===== config.mk =====
export PLATFORM = sky130hd
export DESIGN_NAME = vm_doorbell_regs
export DESIGN_NICKNAME = d
export VERILOG_FILES = /design/src/rtl/vdb_pkg.sv /design/src/rtl/vdb_regfile.sv /design/src/rtl/vdb_doorbell.sv /design/src/rtl/vdb_event.sv /design/src/rtl/vm_doorbell_regs.sv
export SDC_FILE = /design/constraint.sdc
export NUM_CORES = 1
export LEC_CHECK = 0
export BUFFER_PORTS_ARGS = -buffer_cell sky130_fd_sc_hd__buf_4
export CAP_MARGIN = 20
export CORE_UTILIZATION = 45
export CTS_CLUSTER_SIZE = 8
export DETAILED_ROUTE_END_ITERATION = 8
export PLACE_DENSITY = 0.71
export SYNTH_ARGS = -nofsm -noshare
export SYNTH_HDL_FRONTEND = slang
export SYNTH_SLANG_ARGS = --single-unit

===== constraint.sdc =====
create_clock -name clk -period 2 [get_ports clk]
set_clock_uncertainty 0.2 [all_clocks]
set_input_delay 0.1 -clock clk [delete_from_list [all_inputs] [get_ports clk]]
set_output_delay 0.1 -clock clk [all_outputs]
set_load 0.1 [all_outputs]

===== src/rtl/vdb_pkg.sv =====
package vdb_pkg;
  localparam int WIN_AW = 8;

  localparam logic [WIN_AW-1:0] OFS_MASK = 8'h00;
  localparam logic [WIN_AW-1:0] OFS_STAT = 8'h04;
  localparam logic [WIN_AW-1:0] OFS_POS  = 8'h08;
  localparam logic [WIN_AW-1:0] OFS_BELL = 8'h0C;
  localparam logic [WIN_AW-1:0] WR_ALIGN = 8'hFC;

  typedef enum logic [2:0] {
    SEL_MASK,
    SEL_STAT,
    SEL_POS,
    SEL_BELL,
    SEL_NONE
  } reg_sel_e;

  function automatic reg_sel_e decode_ofs(input logic [WIN_AW-1:0] a);
    case (a)
      OFS_MASK: return SEL_MASK;
      OFS_STAT: return SEL_STAT;
      OFS_POS:  return SEL_POS;
      OFS_BELL: return SEL_BELL;
      default:  return SEL_NONE;
    endcase
  endfunction
endpackage


===== src/rtl/vdb_regfile.sv =====
module vdb_regfile
  import vdb_pkg::*;
#(
  parameter int DATA_W = 32,
  parameter int ID_W   = 16
) (
  input  logic              clk,
  input  logic              rst,
  input  logic              wr_en,
  input  reg_sel_e          wr_sel,
  input  logic              rd_en,
  input  reg_sel_e          rd_sel,
  input  logic [DATA_W-1:0] wdata,
  input  logic [ID_W-1:0]   self_id,
  input  logic              set_evt,
  output logic              rvalid_q,
  output logic [DATA_W-1:0] rdata_q,
  output logic              irq_q
);
  localparam int PAD_W = DATA_W - ID_W;

  logic [DATA_W-1:0] mask_q;
  logic [DATA_W-1:0] status_q;
  logic [DATA_W-1:0] rd_mux;
  logic              wr_stat;
  logic              rd_stat;

  assign wr_stat = wr_en && (wr_sel == SEL_STAT);
  assign rd_stat = rd_en && (rd_sel == SEL_STAT);

  always_comb begin
    case (rd_sel)
      SEL_MASK: rd_mux = mask_q;
      SEL_STAT: rd_mux = status_q;
      SEL_POS:  rd_mux = {{PAD_W{1'b0}}, self_id};
      default:  rd_mux = '0;
    endcase
  end

  always_ff @(posedge clk) begin
    if (rst) begin
      mask_q <= '0;
    end else if (wr_en && (wr_sel == SEL_MASK)) begin
      mask_q <= wdata;
    end
  end

  // Priority: incoming event, then software write, then clear on read.
  always_ff @(posedge clk) begin
    if (rst) begin
      status_q <= '0;
    end else if (set_evt) begin
      status_q <= DATA_W'(1);
    end else if (wr_stat) begin
      status_q <= wdata;
    end else if (rd_stat) begin
      status_q <= '0;
    end
  end

  always_ff @(posedge clk) begin
    if (rst) begin
      rvalid_q <= 1'b0;
      rdata_q  <= '0;
      irq_q    <= 1'b0;
    end else begin
      rvalid_q <= rd_en;
      rdata_q  <= rd_en ? rd_mux : '0;
      irq_q    <= |(mask_q & status_q);
    end
  end

  assert_clear_R3: assert property (@(posedge clk) disable iff (rst)
    (rd_stat && !set_evt && !wr_stat) |=> (status_q == '0));

  assert_event_R9: assert property (@(posedge clk) disable iff (rst)
    set_evt |=> (status_q == DATA_W'(1)));

  assert_mask_R11: assert property (@(posedge clk) disable iff (rst)
    (mask_q == '0) |=> !irq_q);
endmodule


===== src/rtl/vdb_doorbell.sv =====
module vdb_doorbell #(
  parameter int DATA_W = 32,
  parameter int PEER_W = 16,
  parameter int VEC_W  = 8
) (
  input  logic              clk,
  input  logic              rst,
  input  logic              bell_wr,
  input  logic [DATA_W-1:0] wdata,
  input  logic [PEER_W:0]   peer_count,
  output logic [PEER_W-1:0] tbl_peer,
  input  logic [VEC_W:0]    tbl_count,
  output logic              ntf_valid,
  output logic [PEER_W-1:0] ntf_peer,
  output logic [VEC_W-1:0]  ntf_vec
);
  localparam int PEER_LSB = DATA_W - PEER_W;

  logic [PEER_W-1:0] wr_peer;
  logic [VEC_W-1:0]  wr_vec;
  logic              s1_valid;
  logic [PEER_W-1:0] s1_peer;
  logic [VEC_W-1:0]  s1_vec;

  assign wr_peer  = wdata[PEER_LSB +: PEER_W];
  assign wr_vec   = wdata[VEC_W-1:0];
  assign tbl_peer = wr_peer;

  // Stage 1: peer range check while the table read is in flight.
  always_ff @(posedge clk) begin
    if (rst) begin
      s1_valid <= 1'b0;
      s1_peer  <= '0;
      s1_vec   <= '0;
    end else begin
      s1_valid <= bell_wr && ({1'b0, wr_peer} < peer_count);
      s1_peer  <= wr_peer;
      s1_vec   <= wr_vec;
    end
  end

  // Stage 2: vector range check against the returned count.
  always_ff @(posedge clk) begin
    if (rst) begin
      ntf_valid <= 1'b0;
      ntf_peer  <= '0;
      ntf_vec   <= '0;
    end else begin
      ntf_valid <= s1_valid && ({1'b0, s1_vec} < tbl_count);
      ntf_peer  <= s1_peer;
      ntf_vec   <= s1_vec;
    end
  end

  assert_origin_R6: assert property (@(posedge clk) disable iff (rst)
    ntf_valid |-> $past(bell_wr, 2));

  assert_peer_R7: assert property (@(posedge clk) disable iff (rst)
    ntf_valid |-> ({1'b0, ntf_peer} < $past(peer_count, 2)));

  assert_vec_R8: assert property (@(posedge clk) disable iff (rst)
    ntf_valid |-> ({1'b0, ntf_vec} < $past(tbl_count)));
endmodule


===== src/rtl/vdb_event.sv =====
module vdb_event #(
  parameter int VEC_W = 8
) (
  input  logic             clk,
  input  logic             rst,
  input  logic             evt_valid,
  input  logic [VEC_W-1:0] evt_vector,
  input  logic             msi_mode,
  output logic             set_status,
  output logic             msi_valid_q,
  output logic [VEC_W-1:0] msi_vector_q
);
  assign set_status = evt_valid && !msi_mode;

  always_ff @(posedge clk) begin
    if (rst) begin
      msi_valid_q  <= 1'b0;
      msi_vector_q <= '0;
    end else begin
      msi_valid_q  <= evt_valid && msi_mode;
      msi_vector_q <= evt_vector;
    end
  end

  assert_fwd_R10: assert property (@(posedge clk) disable iff (rst)
    (evt_valid && msi_mode) |=> msi_valid_q);

  assert_only_msi_R10: assert property (@(posedge clk) disable iff (rst)
    msi_valid_q |-> ($past(msi_mode) && $past(evt_valid)));
endmodule


===== src/rtl/vm_doorbell_regs.sv =====
module vm_doorbell_regs
  import vdb_pkg::*;
#(
  parameter int DATA_W = 32,
  parameter int PEER_W = 16,
  parameter int VEC_W  = 8
) (
  input  logic              clk,
  input  logic              rst,
  input  logic              req_valid,
  input  logic              req_write,
  input  logic [WIN_AW-1:0] req_addr,
  input  logic [DATA_W-1:0] req_wdata,
  output logic              rsp_valid,
  output logic [DATA_W-1:0] rsp_rdata,
  input  logic [PEER_W-1:0] self_id,
  input  logic [PEER_W:0]   peer_count,
  output logic [PEER_W-1:0] tbl_peer,
  input  logic [VEC_W:0]    tbl_count,
  input  logic              evt_valid,
  input  logic [VEC_W-1:0]  evt_vector,
  input  logic              msi_mode,
  output logic              irq,
  output logic              msi_valid,
  output logic [VEC_W-1:0]  msi_vector,
  output logic              ntf_valid,
  output logic [PEER_W-1:0] ntf_peer,
  output logic [VEC_W-1:0]  ntf_vector
);
  logic     wr_en;
  logic     rd_en;
  reg_sel_e wr_sel;
  reg_sel_e rd_sel;
  logic     set_evt;

  assign wr_en  = req_valid && req_write;
  assign rd_en  = req_valid && !req_write;
  assign wr_sel = decode_ofs(req_addr & WR_ALIGN);
  assign rd_sel = decode_ofs(req_addr);

  vdb_event #(.VEC_W(VEC_W)) u_event (
    .clk          (clk),
    .rst          (rst),
    .evt_valid    (evt_valid),
    .evt_vector   (evt_vector),
    .msi_mode     (msi_mode),
    .set_status   (set_evt),
    .msi_valid_q  (msi_valid),
    .msi_vector_q (msi_vector)
  );

  vdb_regfile #(.DATA_W(DATA_W), .ID_W(PEER_W)) u_regs (
    .clk      (clk),
    .rst      (rst),
    .wr_en    (wr_en),
    .wr_sel   (wr_sel),
    .rd_en    (rd_en),
    .rd_sel   (rd_sel),
    .wdata    (req_wdata),
    .self_id  (self_id),
    .set_evt  (set_evt),
    .rvalid_q (rsp_valid),
    .rdata_q  (rsp_rdata),
    .irq_q    (irq)
  );

  vdb_doorbell #(.DATA_W(DATA_W), .PEER_W(PEER_W), .VEC_W(VEC_W)) u_bell (
    .clk        (clk),
    .rst        (rst),
    .bell_wr    (wr_en && (wr_sel == SEL_BELL)),
    .wdata      (req_wdata),
    .peer_count (peer_count),
    .tbl_peer   (tbl_peer),
    .tbl_count  (tbl_count),
    .ntf_valid  (ntf_valid),
    .ntf_peer   (ntf_peer),
    .ntf_vec    (ntf_vector)
  );

  assert_pulse_R6: assert property (@(posedge clk) disable iff (rst)
    (ntf_valid && $past(ntf_valid)) |-> $past(wr_en && (wr_sel == SEL_BELL), 2));
endmodule


==> results of run 1 <==
[Yosys cell counts (all sizes together) (2+ instances only)]
cell type,count
a21o,4
a21oi,57
a22o,31
a22oi,32
a41oi,2
buf,33
clkbuf,17
dfxtp,157
ha,22
inv,23
mux2i,16
nand2,70
nand2b,3
nand3,3
nand4,6
nor2,59
nor2b,60
nor3,4
nor4,2
o21ai,5
[stage by stage]
step | power [uW] | hold WS [ns] | util, % | setup TNS [ns] | instances
2_1_floorplan | 3842 | -0.01293 | - | 0 | 613
3_3_place_gp | 4140 | 0.1084 | 57.93 | -0.005805 | 930
3_5_place_dp | 4155 | 0.1144 | 57.93 | -1.826 | 930
4_1_cts | 7990 | 0.01380 | 68.79 | 0 | 1030
5_1_grt | 8196 | 0.04737 | 68.85 | 0 | 1031
6_report | 7954 | 0.007886 | 68.85 | 0 | 1031
[power breakdown]
part,switching [uW],internal (uW),total (uW)
registers,19.0,3190,3210
clock network,1280,2470,3750
logic,616,378,994
total,1920,6040,7950
[tightest hold or removal path, cell delays in order]
cell and delay, ns:
buf_4 0.09, nor4_4 0.04, nand2_1 0.07, nor2_1 0.09, a22oi_1 0.15, nor2_1 0.05
[logic make-up after synthesis]
| logic type | synth area share, % |
|---|---|
| buffers and inverters | 6.350 |
| flip-flops | 53.53 |
| adder cells (fa/ha/maj) | 4.688 |
| multiplexers | 2.727 |
| AO/OA/AOI/OAI | 15.41 |
| AND/OR/NAND/NOR | 17.30 |
[sequential cells by signal, indices dropped and copies added (netlist names)]
signal and flops:
u_regs.mask_q 32, u_regs.rdata_q 32, u_regs.status_q 32, u_bell.ntf_peer 16
u_bell.s1_peer 16, u_bell.ntf_vec 8, u_bell.s1_vec 8, u_event.msi_vector_q 8
u_bell.ntf_valid 1, u_bell.s1_valid 1, u_event.msi_valid_q 1, u_regs.irq_q 1
u_regs.rvalid_q 1
[area by class of cell]
type,instances,share of cell area [%]
flip-flops and latches,157,36.03
multi-input cells,383,27.17
repair buffers,264,25.39
clock buffers,18,4.920
clock inverters,14,3.041
well taps,172,2.467
inverters,23,0.9897
[worst min-delay path by stage]
stage | end
final | u_regs.rdata_q[16]$_SDFF_PP0_
after global routing | u_bell.s1_valid$_SDFF_PP0_
after CTS | u_regs.status_q[0]$_SDFFE_PP0P_
after detailed placement | u_event.msi_vector_q[4]$_SDFF_PP0_
after global placement | u_event.msi_vector_q[7]$_SDFF_PP0_
after floorplan | u_regs.rvalid_q$_SDFF_PP0_
[timing repair]
item / 4_1_cts / 5_1_grt
hold buffers: 68 / 0
hold endpoints to repair: 127 / 0
gates resized for setup: 0 / 0
[per-layer routing]
metal | vias up | wire (um)
met3 | 28 | 1170
met1 | 2552 | 6869
met2 | 232 | 8743
met4 | 0 | 373
met5 | - | 0
li1 | 2539 | -
==> impl_metrics.yaml, run 1 <==
layout:
  synthToLayoutAreaGrowth_pct: 48.56
  post-route-cell-area_sq_um: 8723
  final_layout_size_suffix_gt1_share_pct: 27.12
  most-common-layout-cells: "buf_4, dfxtp_1, nand2_1, dlygate4sd3_1, nor2b_1"
  finish.net_count: 964
  mostFrequentLayoutCell: "buf_4"
  multiInputGateArea_sq_um: 2370
  area_occupied_by_registers_sq_um: 3143
  count_of_filler_cells_inserted_in_the_layout: 961
  antenna_cells_inserted: 0
logic_synthesis:
  mappedNetlistArea_sq_um: 5872
  synth_flop_cell: "dfxtp_1"
  synthArstFlopShare_pct: 0
  yosysUniqueCellTypes: 33
  syn-num-nets: 731
  synth_cells: 613
  synth.area.top_cells: "dfxtp_1, nor2b_1, a21oi_1, ha_1, a22o_1"
  yosys_register_bits: 157
  syn-mean-instance-area_sq_um: 9.579
  synth-seq-area-share_pct: 53.53
  synth.largest_area_cell: "dfxtp_1"
  number_of_enable_flip_flop_cells_after_synthesis: 0
  yosysTopAreaCellShare_pct: 53.53
  ys.warnings.count: 0
timing:
  finalWorstPathRequiredPeriod_ns: 1.831
  hold_violations: 0
  layout_worst_path_cycle_share_pct: 91.57
  timing.fmax_mhz: 546.0
  worst_slew_margin_rel_pct: 71.46
  rsz_0062_raised_after_global_routing: "false"
  maxSlewViolCount: 0
  final_critical_path_setup_slack_ns: 0.1685
  setup_viol_count_final: 0
  worst_pin_slew_ns: 0.4280
grt:
  met3_usage_pct: 6.175
  number_of_global_route_vias_before_repair: 5207
  grt_start_max_net_pins: 36
  grt_antenna_before_repair: 0
  global_route.overflow_total: 0
  globalRouteMet1Util_pct: 30.61
  top_usage_layer: "met2"
  met2_usage_pct: 45.56
  first_pass_grt_wire_length_um: 26250
  grt_util_all_layers_pct: 25.96
job:
  timing.max_cap.violations: 0
worst_hold_path:
  hold_path_depth: 6
  hold_path_class: "in -> reg"
  hold_path_startpoint: "req_addr[6]"
die:
  floorplan.initialDensity_pct: 46.34
  chipHeight_um: 116.2
  boundaryPins: 180
  fp-row-count: 41
  design.core.area_sq_um: 12670
  die_ar_sq_um: 13510
  die-width_um: 116.2
clocking:
  cts-buffers-inserted: 17
  tritoncts: "done"
  clock_insertion_delay_worst_skew_ns: 0.42
  clock_path_buffers: 2
  cts-root-buf: "clkbuf_16"
  clkSlewWorstSetupHoldPaths_ns: 0.07
  htree_levels: 4
  tritoncts_sinks: 157
  postCtsSetupBuffers: 0
place:
  hpwlAfterDp_um: 10910
  dpl_cell_area_sq_um: 7341
  io_buffer_count: 179
  dpl_worst_slack_ns: -0.1347
  gp_routability_congestion: 0.7890
critical_path:
  critical_path.max_fanout: 5
  worst-endpoint-arrival_ns: 1.98
  reg2reg_setup_slack_ns: 0.34
  wp_data_required_ns: 2.15
  worst-path-buf-inv: 2
  critPathLaunch: "req_wdata[28]"
  critPathCaptureType: "register"
  rr_worst_depth: 5
  worst_r2r_startpoint: "u_bell.s1_vec[7]$_SDFF_PP0_"
  crit_cells: 8
  path_cells: "dlygate4sd3_1 > buf_4 > ha_1 > a21oi_1 > o21ai_0 > a211oi_1 > o21ai_0 > a21oi_1"
  worst_r2r_endpoint: "u_bell.ntf_valid$_SDFF_PP0_"
  critPathCapture: "u_bell.s1_valid$_SDFF_PP0_"
  criticalPathCategory: "in -> reg"
  cpMaxStageDelayCell: "dlygate4sd3_1"
  critPathMaxStageDelay_ns: 0.57
  start_kind: "input pin"
  family_with_the_most_delay_on_the_worst_path: "compound AO/OA/AOI/OAI gates"
power:
  power_density_nw_per_um2: 911.9
  ir_drop_mv: 0.6687
  static-leakage-power_uw: 0.003789
run_status:
  outcome: "complete, no violations"
routing:
  routedWlPerCell_um: 16.64
  drt_pass1_iterations: 6
  wl_um: 17160
  dr.first_iter.drc_count: 391
  ant_nets: 0
  detail_route.vias_per_cell: 5.190
  detailroute.via_count: 5351
  drcViolationCount: 0
(Power assumes the default switching activity.)
==> run 2, diff against run 1 <==
--- a/config.mk
+++ b/config.mk
@@ -5,7 +5,7 @@
 export SDC_FILE = /design/constraint.sdc
 export NUM_CORES = 1
 export LEC_CHECK = 0
-export BUFFER_PORTS_ARGS = -buffer_cell sky130_fd_sc_hd__buf_4
+export BUFFER_PORTS_ARGS = -buffer_cell sky130_fd_sc_hd__buf_2
 export CAP_MARGIN = 20
 export CORE_UTILIZATION = 45
 export CTS_CLUSTER_SIZE = 8
==> impl_metrics.yaml, run 2 (same netlist as run 1, synthesis figures left out) <==
die:
  fp-row-count: 41
  design.core.area_sq_um: 12670
  die-width_um: 116.2
  boundaryPins: 180
  die_ar_sq_um: 13510
  floorplan.initialDensity_pct: 46.34
  chipHeight_um: 116.2
critical_path:
  critical_path.max_fanout: 5
  critPathCaptureType: "register"
  path_cells: "dlygate4sd3_1 > buf_2 > ha_1 > nand2_1 > o21ai_0 > a41oi_1 > o21ai_0 > a21oi_1"
  critPathMaxStageDelay_ns: 0.54
  worst-endpoint-arrival_ns: 1.94
  start_kind: "input pin"
  worst_r2r_startpoint: "u_bell.s1_vec[7]$_SDFF_PP0_"
  reg2reg_setup_slack_ns: 0.35
  wp_data_required_ns: 2.10
  critical-path-top-cell-by-count: "o21ai_0"
  cpMaxStageDelayCell: "dlygate4sd3_1"
  worst_r2r_endpoint: "u_bell.ntf_valid$_SDFF_PP0_"
  criticalPathCategory: "in -> reg"
  rr_worst_depth: 5
  family_with_the_most_delay_on_the_worst_path: "compound AO/OA/AOI/OAI gates"
  worst-path-buf-inv: 2
power:
  static-leakage-power_uw: 0.003671
  power_density_nw_per_um2: 922.0
  post_route_total_power_uw: 7580
  ir_drop_mv: 0.5842
layout:
  antenna_cells_inserted: 0
  post-route-cell-area_sq_um: 8222
  mostFrequentLayoutCell: "buf_2"
  reg_top3: "u_regs.mask_q: 32 flops, u_regs.rdata_q: 32 flops, u_regs.status_q: 32 flops"
  final_layout_size_suffix_gt1_share_pct: 26.98
  synthToLayoutAreaGrowth_pct: 40.02
  most-common-layout-cells: "buf_2, dfxtp_1, nand2_1, dlygate4sd3_1, nor2b_1"
  finish.net_count: 965
grt:
  number_of_global_route_vias_before_repair: 5051
  grt_util_all_layers_pct: 24.88
  global_route.overflow_total: 0
  first_pass_grt_wire_length_um: 25190
  grt_antenna_before_repair: 0
  grt_start_max_net_pins: 36
routing:
  wl_um: 16390
  routedWlPerCell_um: 15.88
  drt_pass1_iterations: 4
  detail_route.vias_per_cell: 5.063
  dr.first_iter.drc_count: 297
  detailroute.via_count: 5225
  ant_nets: 0
  drcViolationCount: 0
clocking:
  cts-root-buf: "clkbuf_16"
  clock_insertion_delay_worst_skew_ns: 0.42
  tritoncts_sinks: 157
  postCtsHoldBufs: 68
  htree_levels: 4
  cts-buffers-inserted: 17
  postCtsSetupBuffers: 0
  clkSlewWorstSetupHoldPaths_ns: 0.06
  tritoncts: "done"
  cts_resized: 0
  clock_path_buffers: 2
timing:
  hold_violations: 0
  finalWorstPathRequiredPeriod_ns: 1.844
  timing.fmax_mhz: 542.3
  setup_viol_count_final: 0
  layout_worst_path_cycle_share_pct: 92.20
  worst_slew_margin_rel_pct: 53.28
  final_critical_path_setup_slack_ns: 0.1559
  maxSlewViolCount: 0
  rsz_0062_raised_after_global_routing: "false"
  totalNegativeSetupSlack_ns: 0
  worst_pin_slew_ns: 0.6982
place:
  hpwlAfterDp_um: 10910
  gp_routability_congestion: 0.8367
  io_buffer_count: 179
  dpl_cell_area_sq_um: 6902
  dpl_worst_slack_ns: 0.1451
worst_hold_path:
  hold_path_startpoint: "peer_count[8]"
  whs_endpoint: "u_bell.s1_valid$_SDFF_PP0_"
  hold_path_class: "in -> reg"
  hold_path_depth: 6
job:
  timing.max_cap.violations: 0
run_status:
  outcome: "complete, no violations"
run 2: changes by cell type in the layout (fill, tap and decap cells not counted), sizes merged:
cell / change
clkinv: -1
buf: +1
clkbuf: +3
bufinv: -2
run 2: how the worst max path moves through the flow:
stage	from	end	cells after the start
after floorplan	req_addr[7]	u_regs.mask_q[10]$_SDFFE_PP0P_	7
after global placement	req_addr[7]	u_regs.rdata_q[29]$_SDFF_PP0_	6
after detailed placement	req_addr[7]	u_regs.rdata_q[17]$_SDFF_PP0_	7
after CTS	req_wdata[18]	u_bell.s1_valid$_SDFF_PP0_	8
after global routing	req_wdata[28]	u_bell.s1_valid$_SDFF_PP0_	8
final	req_wdata[18]	u_bell.s1_valid$_SDFF_PP0_	8
run 2: power by group:
group | total [uW] | switching, uW | internal, uW
registers | 3210 | 18.3 | 3190
clock network | 3470 | 1220 | 2240
logic | 907 | 607 | 300
run 2: per-stage QoR:
step | hold slack [ns] | utilization, % | std cells
2_1_floorplan | -0.01293 | - | 613
3_3_place_gp | 0.1063 | 54.38 | 931
3_5_place_dp | 0.1176 | 54.47 | 932
4_1_cts | 0.002494 | 64.89 | 1032
5_1_grt | 0.05307 | 64.89 | 1032
6_report | 0.01217 | 64.89 | 1032
run 2: tightest hold or removal path, delay by kind of cell:
kind	cells	cell delay, ns
buf+inv	2	0.13
compound gates	3	0.22
fa+ha+maj	1	0.13
run 2: final cells by class:
class | count | area [sq um]
clock inverters | 11 | 188.9
fillers | 1068 | 4449
clock buffers | 21 | 450.4
multi-input cells | 383 | 2370
inverters | 23 | 86.33
flip-flops and latches | 157 | 3143
well taps | 172 | 215.2
repair buffers | 265 | 1768
run 2: metal layers:
| layer | vias up | GRT usage [%] | wire, um |
|---|---|---|---|
| met5 | - | 0 | 0 |
| met4 | 0 | 9.573 | 239 |
| met3 | 22 | 5.605 | 1051 |
| met2 | 201 | 43.08 | 8277 |
| met1 | 2466 | 29.99 | 6818 |
| li1 | 2536 | - | - |
==> run 3, diff against run 2 <==
==> constraint.sdc (replaced) <==
create_clock -name clk -period 2.1 [get_ports clk]
set_clock_uncertainty 0.2 [all_clocks]
set_input_delay 0.105 -clock clk [delete_from_list [all_inputs] [get_ports clk]]
set_output_delay 0.105 -clock clk [all_outputs]
set_load 0.1 [all_outputs]
==> impl_metrics.yaml, run 3 (same netlist as run 1, synthesis figures left out) <==
run_status:
  outcome: "complete, no violations"
layout:
  antenna_cells_inserted: 0
  final_layout_size_suffix_gt1_share_pct: 27.39
  count_of_filler_cells_inserted_in_the_layout: 1022
  finish.net_count: 963
  most-common-layout-cells: "buf_2, dfxtp_1, nand2_1, dlygate4sd3_1, nor2b_1"
  reg_top3: "u_regs.mask_q: 32 flops, u_regs.rdata_q: 32 flops, u_regs.status_q: 32 flops"
  synthToLayoutAreaGrowth_pct: 38.91
  mostFrequentLayoutCell: "buf_2"
power:
  power.switching_fraction_pct: 24.39
  comb_power_share_pct: 11.9
  static-leakage-power_uw: 0.003649
  post_route_total_power_uw: 7195
  share_clk_of_total_power_pct: 45.7
  internal_power_uw: 5440
  power_density_nw_per_um2: 882.1
  p_sw_uw: 1755
  ir_drop_mv: 0.5049
  seq_power_share_pct: 42.4
clocking:
  cts-buffers-inserted: 17
  cts-root-buf: "clkbuf_16"
  cts_resized: 0
  tritoncts_sinks: 157
  clkSlewWorstSetupHoldPaths_ns: 0.06
  clock_insertion_delay_worst_skew_ns: 0.41
  htree_levels: 4
  clock_path_buffers: 2
  tritoncts: "done"
place:
  io_buffer_count: 179
  hpwlAfterDp_um: 10970
  gp_routability_congestion: 0.8192
timing:
  timing.fmax_mhz: 532.2
  rsz_0062_raised_after_global_routing: "false"
  setup_viol_count_final: 0
  worst_slew_margin_rel_pct: 65.88
  maxSlewViolCount: 0
  finalWorstPathRequiredPeriod_ns: 1.879
  layout_worst_path_cycle_share_pct: 89.47
  totalNegativeSetupSlack_ns: 0
  hold_violations: 0
  worst_pin_slew_ns: 0.5153
die:
  design.core.area_sq_um: 12670
  floorplan.initialDensity_pct: 46.34
  die-width_um: 116.2
  fp-row-count: 41
  boundaryPins: 180
  chipHeight_um: 116.2
  die_ar_sq_um: 13510
grt:
  grt_start_max_net_pins: 35
  first_pass_grt_wire_length_um: 25820
  grt_antenna_before_repair: 0
  global_route.overflow_total: 0
  grt_util_all_layers_pct: 25.39
  number_of_global_route_vias_before_repair: 5332
critical_path:
  critical_path.max_fanout: 31
  critPathCaptureType: "register"
  wp_data_required_ns: 2.20
  worst-endpoint-arrival_ns: 1.98
  start_kind: "input pin"
  criticalPathCategory: "in -> reg"
routing:
  wl_um: 16380
  routedWlPerCell_um: 15.90
  drt_pass1_iterations: 5
  dr.first_iter.drc_count: 336
  detailroute.via_count: 5232
  detail_route.vias_per_cell: 5.080
  ant_nets: 0
  drcViolationCount: 0
job:
  timing.max_cap.violations: 0
worst_hold_path:
  hold_path_class: "in -> reg"
==> run 3: cell types whose count changed in the layout (fill, tap and decap cells not counted), sizes merged <==
| cell | delta |
|---|---|
| inv | -1 |
| buf | +1 |
| clkbuf | -2 |
| dlygate4sd3 | -3 |
| clkinv | +3 |
==> run 3: layer usage <==
layer / wire length [um] / share of wire, % / up-vias / track usage, %
met1: 6903 / 42 / 2459 / 29.27
met4: 386 / 2.4 / 0 / 10.94
met5: 0 / 0 / - / 0
li1: - / - / 2536 / -
met3: 948 / 5.8 / 33 / 5.656
met2: 8139 / 50 / 204 / 45.09
==> run 3: layout make-up <==
class	instances	area (sq um)	area share (%)
inverters	23	86.33	1.058
flip-flops and latches	157	3143	38.53
clock buffers	19	442.9	5.430
multi-input cells	383	2370	29.05
clock inverters	13	195.2	2.393
well taps	172	215.2	2.638
repair buffers	263	1704	20.89
==> run 3: worst max-delay path: stages <==
cell and delay, ns:
dlygate4sd3_1 0.52, buf_2 0.20, nor2b_1 0.27, o2111a_1 0.29, nor2_2 0.05, buf_4 0.25, a22o_1 0.28
==> run 3: power groups by stage <==
| stage | combinational, uW | sequential, uW | clock (uW) |
|---|---|---|---|
| final | 856 | 3050 | 3290 |
| after global routing | 911 | 3060 | 3500 |
| after CTS | 854 | 3050 | 3340 |
| after detailed placement | 758 | 3120 | 0 |
| after global placement | 742 | 3120 | 0 |
| after floorplan | 339 | 3320 | 0 |
==> run 3: worst paths after layout <==
check                                                   from                               end  slack (ns)  cells past startpoint
worst max register to register   u_bell.s1_vec[7]$_SDFF_PP0_       u_bell.ntf_valid$_SDFF_PP0_        0.44                      5
worst max-delay path                             req_addr[2]  u_regs.status_q[13]$_SDFFE_PP0P_        0.22                      7
worst min-delay path                             req_addr[6]     u_regs.rdata_q[25]$_SDFF_PP0_        0.02                      6
worst min register to register  u_bell.s1_peer[7]$_SDFF_PP0_     u_bell.ntf_peer[7]$_SDFF_PP0_        0.24                      1
==> run 3: repair_timing <==
action                                 4_1_cts  5_1_grt
setup buffers                                0        0
endpoints found under the hold margin      116        0
hold buffers                                65        0
==> run 3: stage by stage <==
stage | area, sq um | worst slack, ns | hold slack [ns] | util, % | cells
2_1_floorplan | 5872 | 0.5002 | -0.007934 | - | 613
3_3_place_gp | 6860 | 0.07690 | 0.1115 | 54.14 | 932
3_5_place_dp | 6860 | 0.008580 | 0.1187 | 54.14 | 932
4_1_cts | 8149 | 0.1514 | 0.02435 | 64.31 | 1029
5_1_grt | 8157 | 0.1259 | 0.03005 | 64.37 | 1030
6_report | 8157 | 0.2211 | 0.01740 | 64.37 | 1030
